**config.mk**
```make
export PLATFORM = sky130hd
export DESIGN_NAME = irq_chain_responder
export DESIGN_NICKNAME = d
export VERILOG_FILES = /design/src/rtl/irq_chain_pkg.sv /design/src/rtl/irq_prio_pick.sv /design/src/rtl/irq_chan_track.sv /design/src/rtl/irq_ret_snoop.sv /design/src/rtl/irq_chain_responder.sv
export SDC_FILE = /design/constraint.sdc
export NUM_CORES = 1
export LEC_CHECK = 0
export BUFFER_PORTS_ARGS = -buffer_cell sky130_fd_sc_hd__buf_2
export CAP_MARGIN = 15
export CORE_MARGIN = 2
export CORE_UTILIZATION = 46
export DETAILED_ROUTE_END_ITERATION = 8
export HOLD_SLACK_MARGIN = 0.03
export PLACE_DENSITY_LB_ADDON = 0.05
export SYNTH_ARGS = -nofsm -noshare
export SYNTH_HDL_FRONTEND = slang
export SYNTH_SLANG_ARGS = --single-unit
```
**constraint.sdc**
```tcl
create_clock -name clk -period 1.8 [get_ports clk]
set_input_delay 0.27 -clock clk [delete_from_list [all_inputs] [get_ports clk]]
set_output_delay 0.27 -clock clk [all_outputs]
set_load 0.01 [all_outputs]
```
**src/rtl/irq_chain_pkg.sv**
```systemverilog
package irq_chain_pkg;
   localparam int unsigned BUS_W = 8;
   localparam logic [BUS_W-1:0] OPC_PREFIX = 8'hED;
   localparam logic [BUS_W-1:0] OPC_RETURN = 8'h4D;
endpackage

```
**src/rtl/irq_prio_pick.sv**
```systemverilog
module irq_prio_pick #(
   parameter int unsigned N  = 4,
   parameter int unsigned IW = (N > 1) ? $clog2(N) : 1
) (
   input  logic [N-1:0]  cand_i,
   output logic          any_o,
   output logic [IW-1:0] idx_o,
   output logic [N-1:0]  onehot_o
);
   always_comb begin
      any_o    = |cand_i;
      idx_o    = '0;
      onehot_o = '0;
      for (int i = N - 1; i >= 0; i--) begin
         if (cand_i[i]) begin
            idx_o    = IW'(i);
            onehot_o = N'(1) << i;
         end
      end
   end
endmodule

```
**src/rtl/irq_chan_track.sv**
```systemverilog
module irq_chan_track #(
   parameter int unsigned N = 4
) (
   input  logic         clk,
   input  logic         rst_n,
   input  logic [N-1:0] req_i,
   input  logic [N-1:0] grant_i,
   input  logic [N-1:0] done_i,
   output logic [N-1:0] pend_o,
   output logic [N-1:0] svc_o
);
   for (genvar g = 0; g < N; g++) begin : g_ch
      always_ff @(posedge clk or negedge rst_n) begin
         if (!rst_n) begin
            pend_o[g] <= 1'b0;
            svc_o[g]  <= 1'b0;
         end else begin
            if (grant_i[g])      pend_o[g] <= 1'b0;
            else if (req_i[g])   pend_o[g] <= 1'b1;
            if (grant_i[g])      svc_o[g]  <= 1'b1;
            else if (done_i[g])  svc_o[g]  <= 1'b0;
         end
      end
   end
endmodule

```
**src/rtl/irq_ret_snoop.sv**
```systemverilog
module irq_ret_snoop
   import irq_chain_pkg::*;
(
   input  logic             clk,
   input  logic             rst_n,
   input  logic             fetch_i,
   input  logic [BUS_W-1:0] opcode_i,
   output logic             ret_o
);
   logic prefix_q;

   assign ret_o = fetch_i && prefix_q && (opcode_i == OPC_RETURN);

   always_ff @(posedge clk or negedge rst_n) begin
      if (!rst_n)       prefix_q <= 1'b0;
      else if (fetch_i) prefix_q <= (opcode_i == OPC_PREFIX);
   end
endmodule

```
**src/rtl/irq_chain_responder.sv**
```systemverilog
module irq_chain_responder
   import irq_chain_pkg::*;
#(
   parameter int unsigned NUM_CH = 4
) (
   input  logic              clk,
   input  logic              rst_n,
   input  logic [NUM_CH-1:0] req_i,
   input  logic              vec_we_i,
   input  logic [7:0]        vec_wdata_i,
   input  logic              ie_i,
   output logic              ie_o,
   output logic              int_n_o,
   input  logic              m1_n_i,
   input  logic              iorq_n_i,
   input  logic [7:0]        data_i,
   output logic [7:0]        data_o,
   output logic              data_oe_o
);
   localparam int unsigned CW = (NUM_CH > 1) ? $clog2(NUM_CH) : 1;
   localparam logic [BUS_W-1:0] BASE_MASK = ~BUS_W'((1 << (CW + 1)) - 1);

   if (NUM_CH < 2 || NUM_CH > 4) begin : g_bad_ch
      $error("irq_chain_responder: NUM_CH must be 2..4");
   end
   if (BUS_W != 8) begin : g_bad_bus
      $error("irq_chain_responder: bus width must be 8");
   end

   logic [NUM_CH-1:0] pend, svc, elig, grant, done_v;
   logic [CW-1:0]     win_idx, resp_idx_q, out_idx;
   logic [CW-1:0]     svc_idx;
   logic              win_any, svc_any;
   logic [NUM_CH-1:0] win_oh;
   logic [BUS_W-1:0]  vec_q;
   logic              ack, ack_q, ack_start, fetch, fetch_q, fetch_start;
   logic              resp_now, resp_q, ret;

   assign ack         = !m1_n_i && !iorq_n_i;
   assign fetch       = !m1_n_i &&  iorq_n_i;
   assign ack_start   = ack && !ack_q;
   assign fetch_start = fetch && !fetch_q;

   always_comb begin
      logic blk;
      blk = 1'b0;
      for (int i = 0; i < NUM_CH; i++) begin
         blk     = blk | svc[i];
         elig[i] = pend[i] && !blk;
      end
   end

   irq_prio_pick #(.N(NUM_CH), .IW(CW)) u_win (
      .cand_i(elig), .any_o(win_any), .idx_o(win_idx), .onehot_o(win_oh)
   );

   logic [NUM_CH-1:0] svc_oh;
   irq_prio_pick #(.N(NUM_CH), .IW(CW)) u_svc (
      .cand_i(svc), .any_o(svc_any), .idx_o(svc_idx), .onehot_o(svc_oh)
   );

   irq_ret_snoop u_ret (
      .clk(clk), .rst_n(rst_n), .fetch_i(fetch_start), .opcode_i(data_i), .ret_o(ret)
   );

   assign grant  = (ack_start && ie_i && win_any) ? win_oh : '0;
   assign done_v = ret ? svc_oh : '0;

   irq_chan_track #(.N(NUM_CH)) u_track (
      .clk(clk), .rst_n(rst_n), .req_i(req_i), .grant_i(grant),
      .done_i(done_v), .pend_o(pend), .svc_o(svc)
   );

   always_ff @(posedge clk or negedge rst_n) begin
      if (!rst_n) begin
         ack_q      <= 1'b0;
         fetch_q    <= 1'b0;
         resp_q     <= 1'b0;
         resp_idx_q <= '0;
         vec_q      <= '0;
      end else begin
         ack_q   <= ack;
         fetch_q <= fetch;
         if (vec_we_i) vec_q <= vec_wdata_i;
         if (!ack) begin
            resp_q <= 1'b0;
         end else if (ack_start) begin
            resp_q     <= ie_i && win_any;
            resp_idx_q <= win_idx;
         end
      end
   end

   assign resp_now  = ack && (ack_start ? (ie_i && win_any) : resp_q);
   assign out_idx   = ack_start ? win_idx : resp_idx_q;
   assign data_oe_o = resp_now;
   assign data_o    = (vec_q & BASE_MASK) | BUS_W'({out_idx, 1'b0});
   assign int_n_o   = !(ie_i && win_any);
   assign ie_o      = ie_i && !svc_any && (ack ? !resp_now : !(|pend));
endmodule

```
==> impl_metrics.csv, run 1 <==
group,metric,value,unit
outcome,outcome,"finished, violations left",
outcome,failed_checks,"setup timing",
floorplanning,fp-row-count,16,
critical_path,crit_end,"ie_o",
critical_path,cp_slowest_cell,"dfrtp_1",
synthesis,netlist_top_cells_count,"dfrtp_1, o21ai_0, mux2_2",
clock_network,path_clk_slew,0.10,ns
job,max_cap_viol_count,0,
global_route,met2_usage,31.5,%
critical_path,rr_startpoint,"u_track.svc_o[2]$_DFFE_PN0P_",
finish,area_delta_synth_final,37.7,%
critical_path,critPathKind,"reg2out",
critical_path,crit_path_end_kind,"output pin",
global_route,gr-usage-met3,4.32,%
synthesis,synth_cell_types,34,
critical_path,critical-path-max-stage-delay,0.43,ns
synthesis,synthCells,81,
synthesis,synth.area.top_cells,"dfrtp_1, mux2_2, o21ai_0",
synthesis,synth_nets,107,
route,firstDrtPassIters,4,
clock_network,cts_tree,"done",
finish,antenna_cells,0,
timing,min_period_over_period,103,%
critical_path,worstReg2RegEnd,"u_track.pend_o[3]$_DFFE_PN0P_",
pwr,power.leakage,0.600,nW
timing,rsz0062_at_grt,"yes",
timing,period_minus_slack,1.85,ns
finish,drive_gt1_share,51.6,%
critical_path,arrival,1.58,ns
route,drcViolationCount,0,
route,viasPerCell,5.33,
hold_path,min_path_type,"in2reg",
route,drt_iter0_markers,19,
placed_design,post-dp-hpwl,1440,um
global_route,antenna_found_initial,0,
clock_network,cts_buffer_depth,2,
global_route,grt_pass1_vias,812,
global_route,grt_pass1_wl,3260,um
clock_network,numCtsBuffers,3,
floorplanning,die_w,48.3,um
synthesis,syn-cell-area,903,um^2
synthesis,synth-seq-area-share,52.6,%
synthesis,yosys_register_bits,19,
synthesis,ys.warnings.count,0,
critical_path,startpoint,"u_track.pend_o[3]$_DFFE_PN0P_",
floorplanning,start_util,47.5,%
synthesis,synth_edf_count,0,
global_route,grt_use_total,18.2,%
timing,finalHoldViolCount,0,
timing,fmax,540,MHz
route,antenna_left,0,
placed_design,port_buffers,32,
synthesis,yosysTopAreaCell,"dfrtp_1",
clock_network,clockRootBuffer,"clkbuf_4",
synthesis,synth_area_per_cell,11.2,um^2
clock_network,clk-insertion-delay-late,0.29,ns
route,wl_per_cell,13.5,um
clock_network,cts.sinks,19,
critical_path,rr_worst_depth,6,
floorplanning,dieArea,2330,um^2
floorplanning,core,1900,um^2
pwr,p_comb_share,31.1,%
pwr,p_int,0.000722,W
global_route,met1_usage,20.0,%
global_route,grt_max_degree,20,
timing,skew,0.00468,ns
floorplanning,boundaryPins,37,
critical_path,worstPathRequired,1.53,ns
global_route,overflow,0,
timing,setup-violations-final,3,
pwr,p_sw,0.000323,W
critical_path,path_cells,"o41ai_2, nand4b_1, a211oi_2, buf_2",
critical_path,crit_path_start_kind,"register",
pwr,power_frac_seq,48.8,%
timing,timing.final.ws_setup,-0.0505,ns
placed_design,gp_congestion,0.776,
synthesis,async_flop_share,100,%
timing,slew_violations,0,
clock_network,htree_levels,1,
critical_path,r2r_setup_slack,0.13,ns
pwr,p_clk_share,20.2,%
route,routed_wl,2060,um
pwr,power.total,0.00104,W
pwr,p_sw_share,30.9,%
timing,finalSetupTns,-0.0675,ns
finish,fin_nets,153,
route,routed-via-count,816,
pwr,power.density,840,nW/um^2
pwr,peakVddDrop,0.000472,V
critical_path,worst-path-max-fanout,3,
synthesis,synthFlopType,"dfrtp_1",
synthesis,synth_most_common_cell,"dfrtp_1",
global_route,grt-busiest-layer,"met2",
synthesis,synth.top_cell.area_share,52.6,%
floorplanning,die_height,48.3,um
-- logic make-up (layout without fill, tap and decap cells) --
| logic type | count (synthesis) | count (layout) | synth area share (%) |
|---|---|---|---|
| other cells | 1 | 1 | 0.415 |
| buf+inv | 6 | 51 | 3.88 |
| simple gates | 27 | 27 | 19.7 |
| flops | 19 | 19 | 52.6 |
| mux | 6 | 6 | 7.34 |
| compound gates | 22 | 22 | 16.1 |
-- critical path, delay by kind of cell (launching register included) --
| family | cells | cell delay (ns) |
|---|---|---|
| flops | 1 | 0.43 |
| simple gates | 1 | 0.16 |
| buf+inv | 1 | 0.16 |
| compound gates | 2 | 0.53 |
-- cells in the final DEF (no fill, tap or decap), types with 3 or more instances in the layout --
| cell type | n |
|---|---|
| dfrtp_1 | 16 |
| nand2_1 | 4 |
| buf_4 | 10 |
| clkbuf_4 | 3 |
| o21ai_0 | 5 |
| dfrtp_2 | 3 |
| nand4_1 | 3 |
| mux2_2 | 5 |
| nor2_1 | 4 |
| buf_2 | 32 |
-- worst min-delay path by stage --
stage / start / endpoint / slack (ns) / depth (start not counted)
5_1_grt: req_i[1] / u_track.pend_o[1]$_DFFE_PN0P_ / 0.15 / 2
4_1_cts: req_i[1] / u_track.pend_o[1]$_DFFE_PN0P_ / 0.16 / 2
3_3_place_gp: rst_n / vec_q[7]$_DFFE_PN0P_ / 0.23 / 1
6_report: req_i[1] / u_track.pend_o[1]$_DFFE_PN0P_ / 0.17 / 2
3_5_place_dp: rst_n / vec_q[7]$_DFFE_PN0P_ / 0.23 / 1
2_1_floorplan: rst_n / ack_q$_DFF_PN0_ / -0.03 / 0
-- routing by layer --
layer / share of wire [%] / wire [um]
met1: 42 / 867
met2: 50 / 1040
met3: 5.7 / 118
met4: 2.0 / 42
met5: 0 / 0
-- power by group through the flow --
stage / combinational [W] / clock, W / sequential (W)
finish: 0.000325 / 0.000211 / 0.000510
global route: 0.000349 / 0.000247 / 0.000514
CTS: 0.000277 / 0.000221 / 0.000508
detailed placement: 0.000229 / 0 / 0.000510
global placement: 0.000225 / 0 / 0.000508
floorplan: 0.000139 / 0 / 0.000505
-- metrics by stage --
| step | hold slack (ns) | setup WS [ns] | instance area (um^2) | cells | utilization, % |
|---|---|---|---|---|---|
| after CTS | 0.162 | -0.0588 | 1190 | 149 | 62.6 |
| after detailed placement | 0.228 | 0.143 | 1100 | 140 | 57.6 |
| after floorplan | -0.0256 | 0.193 | 903 | 81 | - |
| final | 0.167 | -0.0505 | 1240 | 153 | 65.4 |
| after global placement | 0.232 | 0.152 | 1100 | 140 | 57.6 |
| after global routing | 0.150 | -0.151 | 1240 | 153 | 65.4 |
-- layout make-up --
class                      instances  area [um^2]
fill                             152          658
sequential                        19          479
multi-input combinational         56          437
timing repair buffer              44          256
tap                               27         33.8
clock buffer                       4         26.3
inverter                           3         11.3
-- state kept, by name, summed over array words and instances (netlist names) --
register and count:
resp_idx_q 2, u_ret.prefix_q 1, u_track.svc_o 4, resp_q 1, ack_q 1, vec_q 5
u_track.pend_o 4, fetch_q 1
-- what timing repair did --
item / in CTS / in global routing
hold buffers: 1 / 0
endpoints found under the hold margin: 19 / 0
buffers inserted: 4 / 4
gates resized for setup: 10 / 6
pin swaps: 6 / 2
endpoints found under the setup margin: 5 / 4
Note: power is estimated with default switching activity, not from simulation.
==> inputs of run 2 (changes only) <==
Settings changed: CORE_MARGIN 2 to not set, GPL_TIMING_DRIVEN set to 0.
==> run 2 against run 1 <==
  * The flow still finishes with violations (setup timing)
  * Die area decreased by 8.1%
  * Clock-buffer cell count unchanged
  * Sequential power about the same
  * Clock power about the same
  * Global-route usage is 2.6 points higher
  * Final cell count decreased by 2.6%
  * Critical endpoint unchanged
  * Setup slack worse by 0.018 ns
  * Routed wire length is 11% lower
  * Maximum frequency decreased by 0.97%
  * Sequential share of layout area barely moved
  * Combinational power about the same
  * Largest cell class unchanged
==> impl_metrics.csv, run 2 (synthesis results as in run 1) <==
group,metric,value,unit
floorplanning,core,1780,um^2
finish,stdcell_count,149,
critical_path,critPathBufInv,2,
route,viasPerCell,5.28,
job,max_cap_viol_count,0,
floorplanning,start_util,50.7,%
placed_design,gp_congestion,0.837,
timing,timing.final.ws_setup,-0.0686,ns
clock_network,clockRootBuffer,"clkbuf_4",
critical_path,crit_path_start_kind,"register",
clock_network,path_clk_slew,0.10,ns
clock_network,numCtsBuffers,3,
timing,min_period_over_period,104,%
placed_design,post-dp-hpwl,1270,um
clock_network,htree_levels,1,
critical_path,cp_slowest_cell,"dfrtp_2",
placed_design,port_buffers,32,
route,routed-via-count,786,
global_route,antenna_found_initial,0,
critical_path,crit_path_end_kind,"output pin",
floorplanning,boundaryPins,37,
finish,final_cell_mix,"buf_2, dfrtp_1, buf_4",
floorplanning,die_w,46.3,um
pwr,power.density,842,nW/um^2
outcome,outcome,"finished, violations left",
global_route,grt_max_degree,20,
global_route,grt_pass1_vias,726,
global_route,overflow,0,
hold_path,min_path_type,"in2reg",
placed_design,place_inst,138,
critical_path,critical-path-max-stage-delay,0.45,ns
critical_path,worstPathRequired,1.53,ns
finish,regMostFlops,"vec_q",
critical_path,worst-path-max-fanout,3,
finish,seqCellArea,482,um^2
finish,drive_gt1_share,52.4,%
timing,finalHoldViolCount,0,
timing,period_minus_slack,1.87,ns
critical_path,rr_worst_depth,3,
clock_network,clk-insertion-delay-late,0.30,ns
floorplanning,die_height,46.3,um
floorplanning,dieArea,2150,um^2
timing,setup-violations-final,2,
finish,area_delta_synth_final,38.2,%
route,drt_iter0_markers,10,
finish,fillCellCount,136,
clock_network,cts.sinks,19,
route,drcViolationCount,0,
global_route,grt_pass1_wl,3080,um
finish,final_common_cell,"buf_2",
hold_path,holdPathStages,2,
critical_path,cp_top_family,"flip-flops",
timing,skew,0.00300,ns
clock_network,cts_tree,"done",
timing,fmax,535,MHz
finish,antenna_cells,0,
timing,slew_violations,0,
finish,postLayoutCoreUtil,70.0,%
route,firstDrtPassIters,4,
pwr,power.leakage,0.604,nW
finish,largest_reg_flops,5,
critical_path,critPathKind,"reg2out",
finish,multi_input_area,457,um^2
timing,rsz0062_at_grt,"yes",
critical_path,arrival,1.60,ns
pwr,peakVddDrop,0.000552,V
critical_path,path_depth,5,
route,routed_wl,1850,um
global_route,grt_use_total,20.7,%
critical_path,path_cells,"nor3_4, buf_4, nand4b_1, a211oi_2, buf_2",
route,wl_per_cell,12.4,um
outcome,failed_checks,"setup timing",
route,antenna_left,0,
finish,top_regs,"vec_q: 5 flops, u_track.pend_o: 4 flops, u_track.svc_o: 4 flops",
finish,fin_nets,151,
floorplanning,fp-row-count,15,
clock_network,cts_buffer_depth,2,
-- run 2: path summary, 6_finish.rpt --
check | slack, ns | startpoint | end
worst max-delay path | -0.07 | u_track.svc_o[0]$_DFFE_PN0P_ | ie_o
worst min-delay path | 0.17 | req_i[2] | u_track.pend_o[2]$_DFFE_PN0P_
worst max register to register | 0.32 | u_track.svc_o[0]$_DFFE_PN0P_ | u_track.pend_o[3]$_DFFE_PN0P_
worst min register to register | 0.51 | vec_q[6]$_DFFE_PN0P_ | vec_q[6]$_DFFE_PN0P_
max in group asynchronous | 1.06 | rst_n | u_track.svc_o[1]$_DFFE_PN0P_
min in group asynchronous | 0.42 | rst_n | resp_idx_q[1]$_DFFE_PN0N_
-- run 2: cell type report --
type | count | area share (%)
Tap cell | 25 | 2.51
Clock buffer | 4 | 2.10
Inverter | 3 | 0.902
Timing Repair Buffer | 40 | 17.8
Sequential cell | 19 | 38.6
Multi-Input combinational cell | 56 | 36.6
Buffer | 2 | 1.50
-- run 2: power breakdown --
| part | leakage [nW] | switching [W] | internal, W | total [W] |
|---|---|---|---|---|
| registers | 0.222 | 0.0000389 | 0.000472 | 0.000511 |
| logic | 0.367 | 0.000161 | 0.000165 | 0.000326 |
| clock network | 0.0150 | 0.000128 | 0.0000864 | 0.000214 |
| total | 0.604 | 0.000328 | 0.000724 | 0.00105 |
-- run 2: worst reg2reg max path, stage by stage (launching register included) --
cell and delay (ns):
dfrtp_2 0.45, buf_4 0.18, or3_1 0.41, o32a_1 0.34
-- run 2: repair_timing --
item / in CTS / in global routing
endpoints found under the hold margin: 19 / 0
hold buffers: 1 / 0
buffers inserted: 5 / 2
setup endpoints to repair: 4 / 5
pin swaps: 3 / 3
resized for setup: 9 / 10
-- run 2: through the flow --
step	hold WS, ns	cell area, um^2	setup slack [ns]	TNS, ns	power, W
5_1_grt	0.167	1250	-0.162	-0.348	0.00111
6_report	0.167	1250	-0.0686	-0.114	0.00105
2_1_floorplan	-0.0256	903	0.193	0	0.000645
3_3_place_gp	0.227	1090	0.140	0	0.000726
4_1_cts	0.162	1190	-0.0587	-0.105	0.000998
3_5_place_dp	0.233	1090	0.143	0	0.000731
-- run 2: routing by layer --
| layer | vias to the layer above | share of wire (%) | global-route usage [%] | wire [um] |
|---|---|---|---|---|
| li1 | 383 | - | - | - |
| met1 | 373 | 44 | 25.8 | 819 |
| met5 | - | 0 | 0 | 0 |
| met4 | 0 | 2.4 | 10.6 | 44 |
| met2 | 26 | 49 | 33.9 | 898 |
| met3 | 4 | 4.5 | 3.92 | 83 |
